File: src/rtl/tmr_pkg.sv
// Package: shared types and field positions of the timer's write port.
// Assumes the control word fits in the low four bits of the write data.
package tmr_pkg;

    typedef enum logic [1:0] {
        SEL_CTRL = 2'd0,
        SEL_PSC  = 2'd1,
        SEL_ARR  = 2'd2,
        SEL_CLR  = 2'd3
    } tmr_sel_e;

    localparam int unsigned BIT_EN   = 0;
    localparam int unsigned BIT_UDIS = 1;
    localparam int unsigned BIT_URS  = 2;
    localparam int unsigned BIT_UG   = 3;
    localparam int unsigned BIT_CLR  = 0;

    typedef struct packed {
        logic urs;
        logic udis;
        logic en;
    } tmr_ctrl_t;

endpackage

File: src/rtl/tmr_regs.sv
// Module: write decode for the control word and the two preload registers.
// It also decodes the force-update strobe and the flag-clear strobe, both as
// single-cycle combinational pulses. A force-update carries the control values
// written with it. Assumes DATA_W >= PSC_W, DATA_W >= CNT_W and DATA_W >= 4.
module tmr_regs
    import tmr_pkg::*;
#(
    parameter int unsigned PSC_W  = 16,
    parameter int unsigned CNT_W  = 16,
    parameter int unsigned DATA_W = 16
) (
    input  logic              clk,
    input  logic              rst_n,
    input  logic              wr_en,
    input  logic [1:0]        wr_sel,
    input  logic [DATA_W-1:0] wr_data,
    output tmr_ctrl_t         ctrl_q,
    output logic [PSC_W-1:0]  psc_pre_q,
    output logic [CNT_W-1:0]  arr_pre_q,
    output logic              ug_req,
    output tmr_ctrl_t         ug_ctrl,
    output logic              clr_req
);

    tmr_sel_e  sel;
    logic      ctrl_wr;
    tmr_ctrl_t ctrl_new;

    // Decode the slot being written and the control value it carries.
    always_comb begin
        sel           = tmr_sel_e'(wr_sel);
        ctrl_wr       = wr_en && (sel == SEL_CTRL);
        ctrl_new.en   = wr_data[BIT_EN];
        ctrl_new.udis = wr_data[BIT_UDIS];
        ctrl_new.urs  = wr_data[BIT_URS];
        ug_req        = ctrl_wr && wr_data[BIT_UG];
        ug_ctrl       = ctrl_new;
        clr_req       = wr_en && (sel == SEL_CLR) && wr_data[BIT_CLR];
    end

    // Hold the control bits and the two preload values.
    always_ff @(posedge clk) begin
        if (!rst_n) begin
            ctrl_q    <= '0;
            psc_pre_q <= '0;
            arr_pre_q <= '0;
        end else begin
            if (ctrl_wr) begin
                ctrl_q <= ctrl_new;
            end
            if (wr_en && (sel == SEL_PSC)) begin
                psc_pre_q <= wr_data[PSC_W-1:0];
            end
            if (wr_en && (sel == SEL_ARR)) begin
                arr_pre_q <= wr_data[CNT_W-1:0];
            end
        end
    end

    p_ctrl_stable_r2: assert property (@(posedge clk) disable iff (!rst_n)
        !ctrl_wr |=> $stable(ctrl_q));

endmodule

File: src/rtl/tmr_prescaler.sv
// Module: clock prescaler with a shadowed ratio.
// A phase counter runs from 0 up to the active value. It gives one tick as it
// wraps, so the ratio is value+1. A restart clears the phase. A load copies
// the preload into the active ratio. Assumes load and restart are pulses.
module tmr_prescaler #(
    parameter int unsigned PSC_W = 16
) (
    input  logic             clk,
    input  logic             rst_n,
    input  logic             en,
    input  logic             restart,
    input  logic             load,
    input  logic [PSC_W-1:0] psc_pre,
    output logic             tick
);

    logic [PSC_W-1:0] psc_act_q;
    logic [PSC_W-1:0] phase_q;

    // Tick when enabled and the phase reaches the active ratio.
    always_comb begin
        tick = en && (phase_q == psc_act_q);
    end

    // Advance or restart the phase counter.
    always_ff @(posedge clk) begin
        if (!rst_n) begin
            phase_q <= '0;
        end else if (restart || tick) begin
            phase_q <= '0;
        end else if (en) begin
            phase_q <= phase_q + 1'b1;
        end
    end

    // Reload the active ratio on an update event.
    always_ff @(posedge clk) begin
        if (!rst_n) begin
            psc_act_q <= '0;
        end else if (load) begin
            psc_act_q <= psc_pre;
        end
    end

    p_phase_bound_r2: assert property (@(posedge clk) disable iff (!rst_n)
        phase_q <= psc_act_q);

    p_ratio_hold_r4: assert property (@(posedge clk) disable iff (!rst_n)
        !load |=> $stable(psc_act_q));

endmodule

File: src/rtl/tmr_counter.sv
// Module: up-counter with a shadowed reload limit.
// On each tick it counts up to the active limit and then wraps to 0. The
// overflow output flags that wrap tick. A restart clears the count. A load
// copies the preload into the active limit. Assumes tick is already gated by
// the enable.
module tmr_counter #(
    parameter int unsigned CNT_W = 16
) (
    input  logic             clk,
    input  logic             rst_n,
    input  logic             tick,
    input  logic             restart,
    input  logic             load,
    input  logic [CNT_W-1:0] arr_pre,
    output logic [CNT_W-1:0] cnt_q,
    output logic             ovf
);

    logic [CNT_W-1:0] arr_act_q;

    // Overflow is the tick that finds the count at the active limit.
    always_comb begin
        ovf = tick && (cnt_q == arr_act_q);
    end

    // Count up, wrap at the limit, or restart.
    always_ff @(posedge clk) begin
        if (!rst_n) begin
            cnt_q <= '0;
        end else if (restart || ovf) begin
            cnt_q <= '0;
        end else if (tick) begin
            cnt_q <= cnt_q + 1'b1;
        end
    end

    // Reload the active limit on an update event.
    always_ff @(posedge clk) begin
        if (!rst_n) begin
            arr_act_q <= '0;
        end else if (load) begin
            arr_act_q <= arr_pre;
        end
    end

    p_within_limit_r3: assert property (@(posedge clk) disable iff (!rst_n)
        cnt_q <= arr_act_q);

    p_count_hold_r2: assert property (@(posedge clk) disable iff (!rst_n)
        (!tick && !restart) |=> $stable(cnt_q));

    p_limit_hold_r4: assert property (@(posedge clk) disable iff (!rst_n)
        !load |=> $stable(arr_act_q));

endmodule

File: src/rtl/tmr_flag.sv
// Module: update pulse register and sticky update flag.
// The pulse is high for the cycle after each update event. The flag is set by
// a set request and cleared by a clear request. A set wins over a clear in
// the same cycle.
module tmr_flag (
    input  logic clk,
    input  logic rst_n,
    input  logic uev,
    input  logic set_req,
    input  logic clr_req,
    output logic pulse_q,
    output logic flag_q
);

    // Register the update event as a one-cycle pulse.
    always_ff @(posedge clk) begin
        if (!rst_n) begin
            pulse_q <= 1'b0;
        end else begin
            pulse_q <= uev;
        end
    end

    // Keep the flag set until cleared; a set in the same cycle wins.
    always_ff @(posedge clk) begin
        if (!rst_n) begin
            flag_q <= 1'b0;
        end else if (set_req) begin
            flag_q <= 1'b1;
        end else if (clr_req) begin
            flag_q <= 1'b0;
        end
    end

    p_flag_sticky_r8: assert property (@(posedge clk) disable iff (!rst_n)
        (flag_q && !clr_req) |=> flag_q);

    p_set_wins_r8: assert property (@(posedge clk) disable iff (!rst_n)
        set_req |=> flag_q);

endmodule

File: src/rtl/uptick_timer.sv
// Module: top level of the up-counting timer with buffered prescale and reload.
// It joins write decode, prescaler, counter and flag logic, and forms the
// update event. A force-update takes priority over a wrap in the same cycle.
// Assumes one write per cycle on the write port.
module uptick_timer
    import tmr_pkg::*;
#(
    parameter int unsigned CNT_W = 16,
    parameter int unsigned PSC_W = 16,
    localparam int unsigned DATA_W = (CNT_W > PSC_W) ? CNT_W : PSC_W
) (
    input  logic              clk,
    input  logic              rst_n,
    input  logic              wr_en,
    input  logic [1:0]        wr_sel,
    input  logic [DATA_W-1:0] wr_data,
    output logic [CNT_W-1:0]  count,
    output logic              update_pulse,
    output logic              update_flag
);

    tmr_ctrl_t        ctrl_q;
    tmr_ctrl_t        ug_ctrl;
    logic [PSC_W-1:0] psc_pre_q;
    logic [CNT_W-1:0] arr_pre_q;
    logic             ug_req;
    logic             clr_req;
    logic             tick;
    logic             ovf;
    logic             uev;
    logic             flag_set;

    tmr_regs #(
        .PSC_W  (PSC_W),
        .CNT_W  (CNT_W),
        .DATA_W (DATA_W)
    ) u_regs (
        .clk       (clk),
        .rst_n     (rst_n),
        .wr_en     (wr_en),
        .wr_sel    (wr_sel),
        .wr_data   (wr_data),
        .ctrl_q    (ctrl_q),
        .psc_pre_q (psc_pre_q),
        .arr_pre_q (arr_pre_q),
        .ug_req    (ug_req),
        .ug_ctrl   (ug_ctrl),
        .clr_req   (clr_req)
    );

    // Form the update event and the flag set from a force-update or a wrap.
    always_comb begin
        if (ug_req) begin
            uev      = !ug_ctrl.udis;
            flag_set = !ug_ctrl.udis && !ug_ctrl.urs;
        end else begin
            uev      = ovf && !ctrl_q.udis;
            flag_set = ovf && !ctrl_q.udis;
        end
    end

    tmr_prescaler #(
        .PSC_W (PSC_W)
    ) u_psc (
        .clk     (clk),
        .rst_n   (rst_n),
        .en      (ctrl_q.en),
        .restart (ug_req),
        .load    (uev),
        .psc_pre (psc_pre_q),
        .tick    (tick)
    );

    tmr_counter #(
        .CNT_W (CNT_W)
    ) u_cnt (
        .clk     (clk),
        .rst_n   (rst_n),
        .tick    (tick),
        .restart (ug_req),
        .load    (uev),
        .arr_pre (arr_pre_q),
        .cnt_q   (count),
        .ovf     (ovf)
    );

    tmr_flag u_flag (
        .clk     (clk),
        .rst_n   (rst_n),
        .uev     (uev),
        .set_req (flag_set),
        .clr_req (clr_req),
        .pulse_q (update_pulse),
        .flag_q  (update_flag)
    );

    p_ug_restart_r5: assert property (@(posedge clk) disable iff (!rst_n)
        ug_req |=> (count == '0));

    p_ug_pulse_r5: assert property (@(posedge clk) disable iff (!rst_n)
        (ug_req && !ug_ctrl.udis) |=> update_pulse);

    p_udis_quiet_r6: assert property (@(posedge clk) disable iff (!rst_n)
        (ovf && ctrl_q.udis && !ug_req) |=> !update_pulse);

    p_urs_noflag_r7: assert property (@(posedge clk) disable iff (!rst_n)
        (ug_req && ug_ctrl.urs && !update_flag && !ovf) |=> !update_flag);

endmodule

File: config.mk
export PLATFORM = sky130hd
export DESIGN_NAME = uptick_timer
export DESIGN_NICKNAME = d
export VERILOG_FILES = /design/src/rtl/tmr_pkg.sv /design/src/rtl/tmr_regs.sv /design/src/rtl/tmr_prescaler.sv /design/src/rtl/tmr_counter.sv /design/src/rtl/tmr_flag.sv /design/src/rtl/uptick_timer.sv
export SDC_FILE = /design/constraint.sdc
export NUM_CORES = 1
export LEC_CHECK = 0
export CAP_MARGIN = 5
export CORE_AREA = 5 5 99 101
export CTS_BUF_LIST = sky130_fd_sc_hd__clkbuf_16
export DETAILED_ROUTE_END_ITERATION = 7
export DIE_AREA = 0 0 104 106
export PLACE_DENSITY = 0.73
export REMOVE_ABC_BUFFERS = 1
export SKIP_LAST_GASP = 1
export SLEW_MARGIN = 20
export SYNTH_ARGS = -nofsm -noshare
export SYNTH_HDL_FRONTEND = slang
export SYNTH_HIERARCHICAL = 1
export SYNTH_SLANG_ARGS = --single-unit
export TNS_END_PERCENT = 20
File: constraint.sdc
create_clock -name clk -period 2.7 [get_ports clk]
set_input_delay 0.54 -clock clk [delete_from_list [all_inputs] [get_ports clk]]
set_output_delay 0.54 -clock clk [all_outputs]
set_load 0.005 [all_outputs]
==> key figures <==
Global route
  – Grt ovf: 0
  – Vias in the first global route: ~3100
  – Overall Global Routing Usage: 0.165
  – Largest net degree at the start of global routing: 35
  – First-pass GRT wire length: around 15000 um
  – Antenna violations before repair: 0

Power
  – Maximum VDD drop: 376 uV
  – Pwr Density: 565 nW/um^2
  – Static leakage: 2.14 nW
  – Total power: 0.00299 W

Timing
  – Final worst-path cycle share: 0.969
  – Worst Clk Skew: 0.00862 ns
  – FMAX: between 0.3 and 0.4 GHz
  – RSZ-0062 raised after global routing: true
  – Final Hold Fails: 0
  – Final setup violation count: 0
  – Fin Hold WS: 0.465 ns
  – Relative slew slack: 0.546
  – Worst Tran Pin Value: 0.680 ns
  – Period minus WS final: ~2.6 ns
  – Slew Viols, Final: 0
  – Fin Setup TNS: 0 ns
  – Worst setup margin: 0.0842 ns

Synth
  – Post-Syn Instances: roughly 450
  – Synthesized area per cell: 9.86 um^2
  – Mapped cell area: 4420 um^2
  – Yosys warnings: 6

Clock network
  – CTS tree: yes
  – Worst-path clk slew: approximately 0.070 ns
  – CTS Root Cell: clkbuf_16
  – H-Tree Depth: 3
  – Clock net sink count: 100
  – Max Root-Sink Buffers: 2
  – CTS Buf Count: 9
  – Post-CTS Hold Buffers: 0
  – Clk Latency, worst-skew pair: around 0.34 ns

Floorplan
  – Die area: 11000 um^2
  – Core area: 8930 um^2
  – Ports: 39
  – Row count: 35
  – Chip Width: 104 um
  – Die height: 106 um
  – Initial Util: 0.494

Worst setup path
  – Crit path capture type: register
  – Crit path cell chain: xor2_1 > nor4_1 > nand2_1 > nor4_2 > nand2_1 > nor4_2 > or3b_1 > nand2_2 > buf_12 > mux2i_1 > nor2b_1
  – R2R Setup Slk: 0.08 ns
  – FF-to-FF path depth: 11
  – Critical Path Source Type: register
  – Setup CP Type: reg2reg
  – Slowest cell on crit path: or3b_1
  – Max stage delay on crit path: ~0.41 ns
  – Worst Path Arrival: approximately 2.8 ns
  – Worst EP required: between 2 and 3 ns
  – Crit Path Max Fanout: 16

Hold path
  – Hold WC Path Type: reg2reg
  – Worst hold path cell count: 2

Placed design
  – PortBufs: 38
  – Worst slack, placed: -0.0231 ns
  – Placed cell areas: 4970 um^2
  – DPL Wire Length: about 6400 um
  – Gpl congestion: around 0.78

Cells and area
  – Most common cell after layout, fill and taps aside: dfxtp_1
  – Share of cells above drive strength 1: 0.100
  – # diodes: 0
  – Most frequent cells in the layout: 100 x dfxtp_1, 68 x mux2i_1, 58 x nand2_1, 37 x clkdlybuf4s50_1, 36 x nor2_1
  – Nets: 518
  – Layout area overhead: 19.7%
  – Post-route design area: 5290 um^2

Detailed routing
  – ANT nets after route: 0
  – Via count: 3111
  – DRT iter0 DRCs: 123
  – Router iterations before antenna repair: 4
  – WL final: 8730 um
  – DRC Markers: 0
  – Routed len/inst: 14.3 um
  – Via-per-instance ratio: 5.09

Run
  – Max Cap Viol: 0

Status
  – Status: finished clean
==> where the power goes <==
| group | internal, W | switching [W] | total, W |
|---|---|---|---|
| logic | 0.0000939 | 0.0000955 | 0.000189 |
| clock network | 0.000725 | 0.000562 | 0.00129 |
| registers | 0.00150 | 0.0000131 | 0.00151 |
| total | 0.00232 | 0.000671 | 0.00299 |
==> stage by stage <==
stage,cells,util
2_1_floorplan,424,-
3_3_place_gp,595,0.557
3_5_place_dp,595,0.557
4_1_cts,611,0.591
5_1_grt,611,0.592
6_report,611,0.592
==> what timing repair did <==
item / CTS / global route
pin swaps: 1 / 0
setup endpoints to repair: 32 / 32
gates resized for setup: 1 / 1
buffers inserted: 0 / 0
==> worst max-delay path: cells and delay by family (launching register included) <==
family / cells / cell delay [ns]
XOR/XNOR: 1 / 0.18
buffers and inverters: 1 / 0.18
flip-flops: 1 / 0.33
multiplexers: 1 / 0.22
AND/OR/NAND/NOR: 8 / 1.59
==> routing by layer <==
layer	routed length, um	track usage	part of all wire
met5	0	0	0
met4	121	0.0500	0.014
met1	4100	0.214	0.47
met2	4210	0.276	0.48
met3	306	0.0340	0.035
==> cell type report <==
type	count	area, um^2
clock inverter	7	76.3
multi-input combinational	322	2270
tap	111	139
inverter	2	7.51
fill	781	3650
sequential	100	2000
timing repair buffer	60	566
clock buffer	9	225
==> worst paths after layout <==
path	start	to
setup / recovery	u_psc/phase_q[8]	u_cnt/arr_act_q[4]
hold / removal	u_regs/psc_pre_q[14]	u_regs/psc_pre_q[14]
setup reg to reg	u_psc/phase_q[8]	u_cnt/arr_act_q[4]
hold reg to reg	u_regs/psc_pre_q[14]	u_regs/psc_pre_q[14]
==> state kept, by name, summed over array words and instances (netlist names) <==
register / count
u_psc/phase_q: 16
u_cnt/cnt_q: 16
u_psc/psc_act_q: 16
u_flag/flag_q: 1
u_regs/arr_pre_q: 16
u_flag/pulse_q: 1
u_regs/ctrl_q: 2
u_cnt/arr_act_q: 16
u_regs/psc_pre_q: 16
Power figures use the tool's default switching activity.
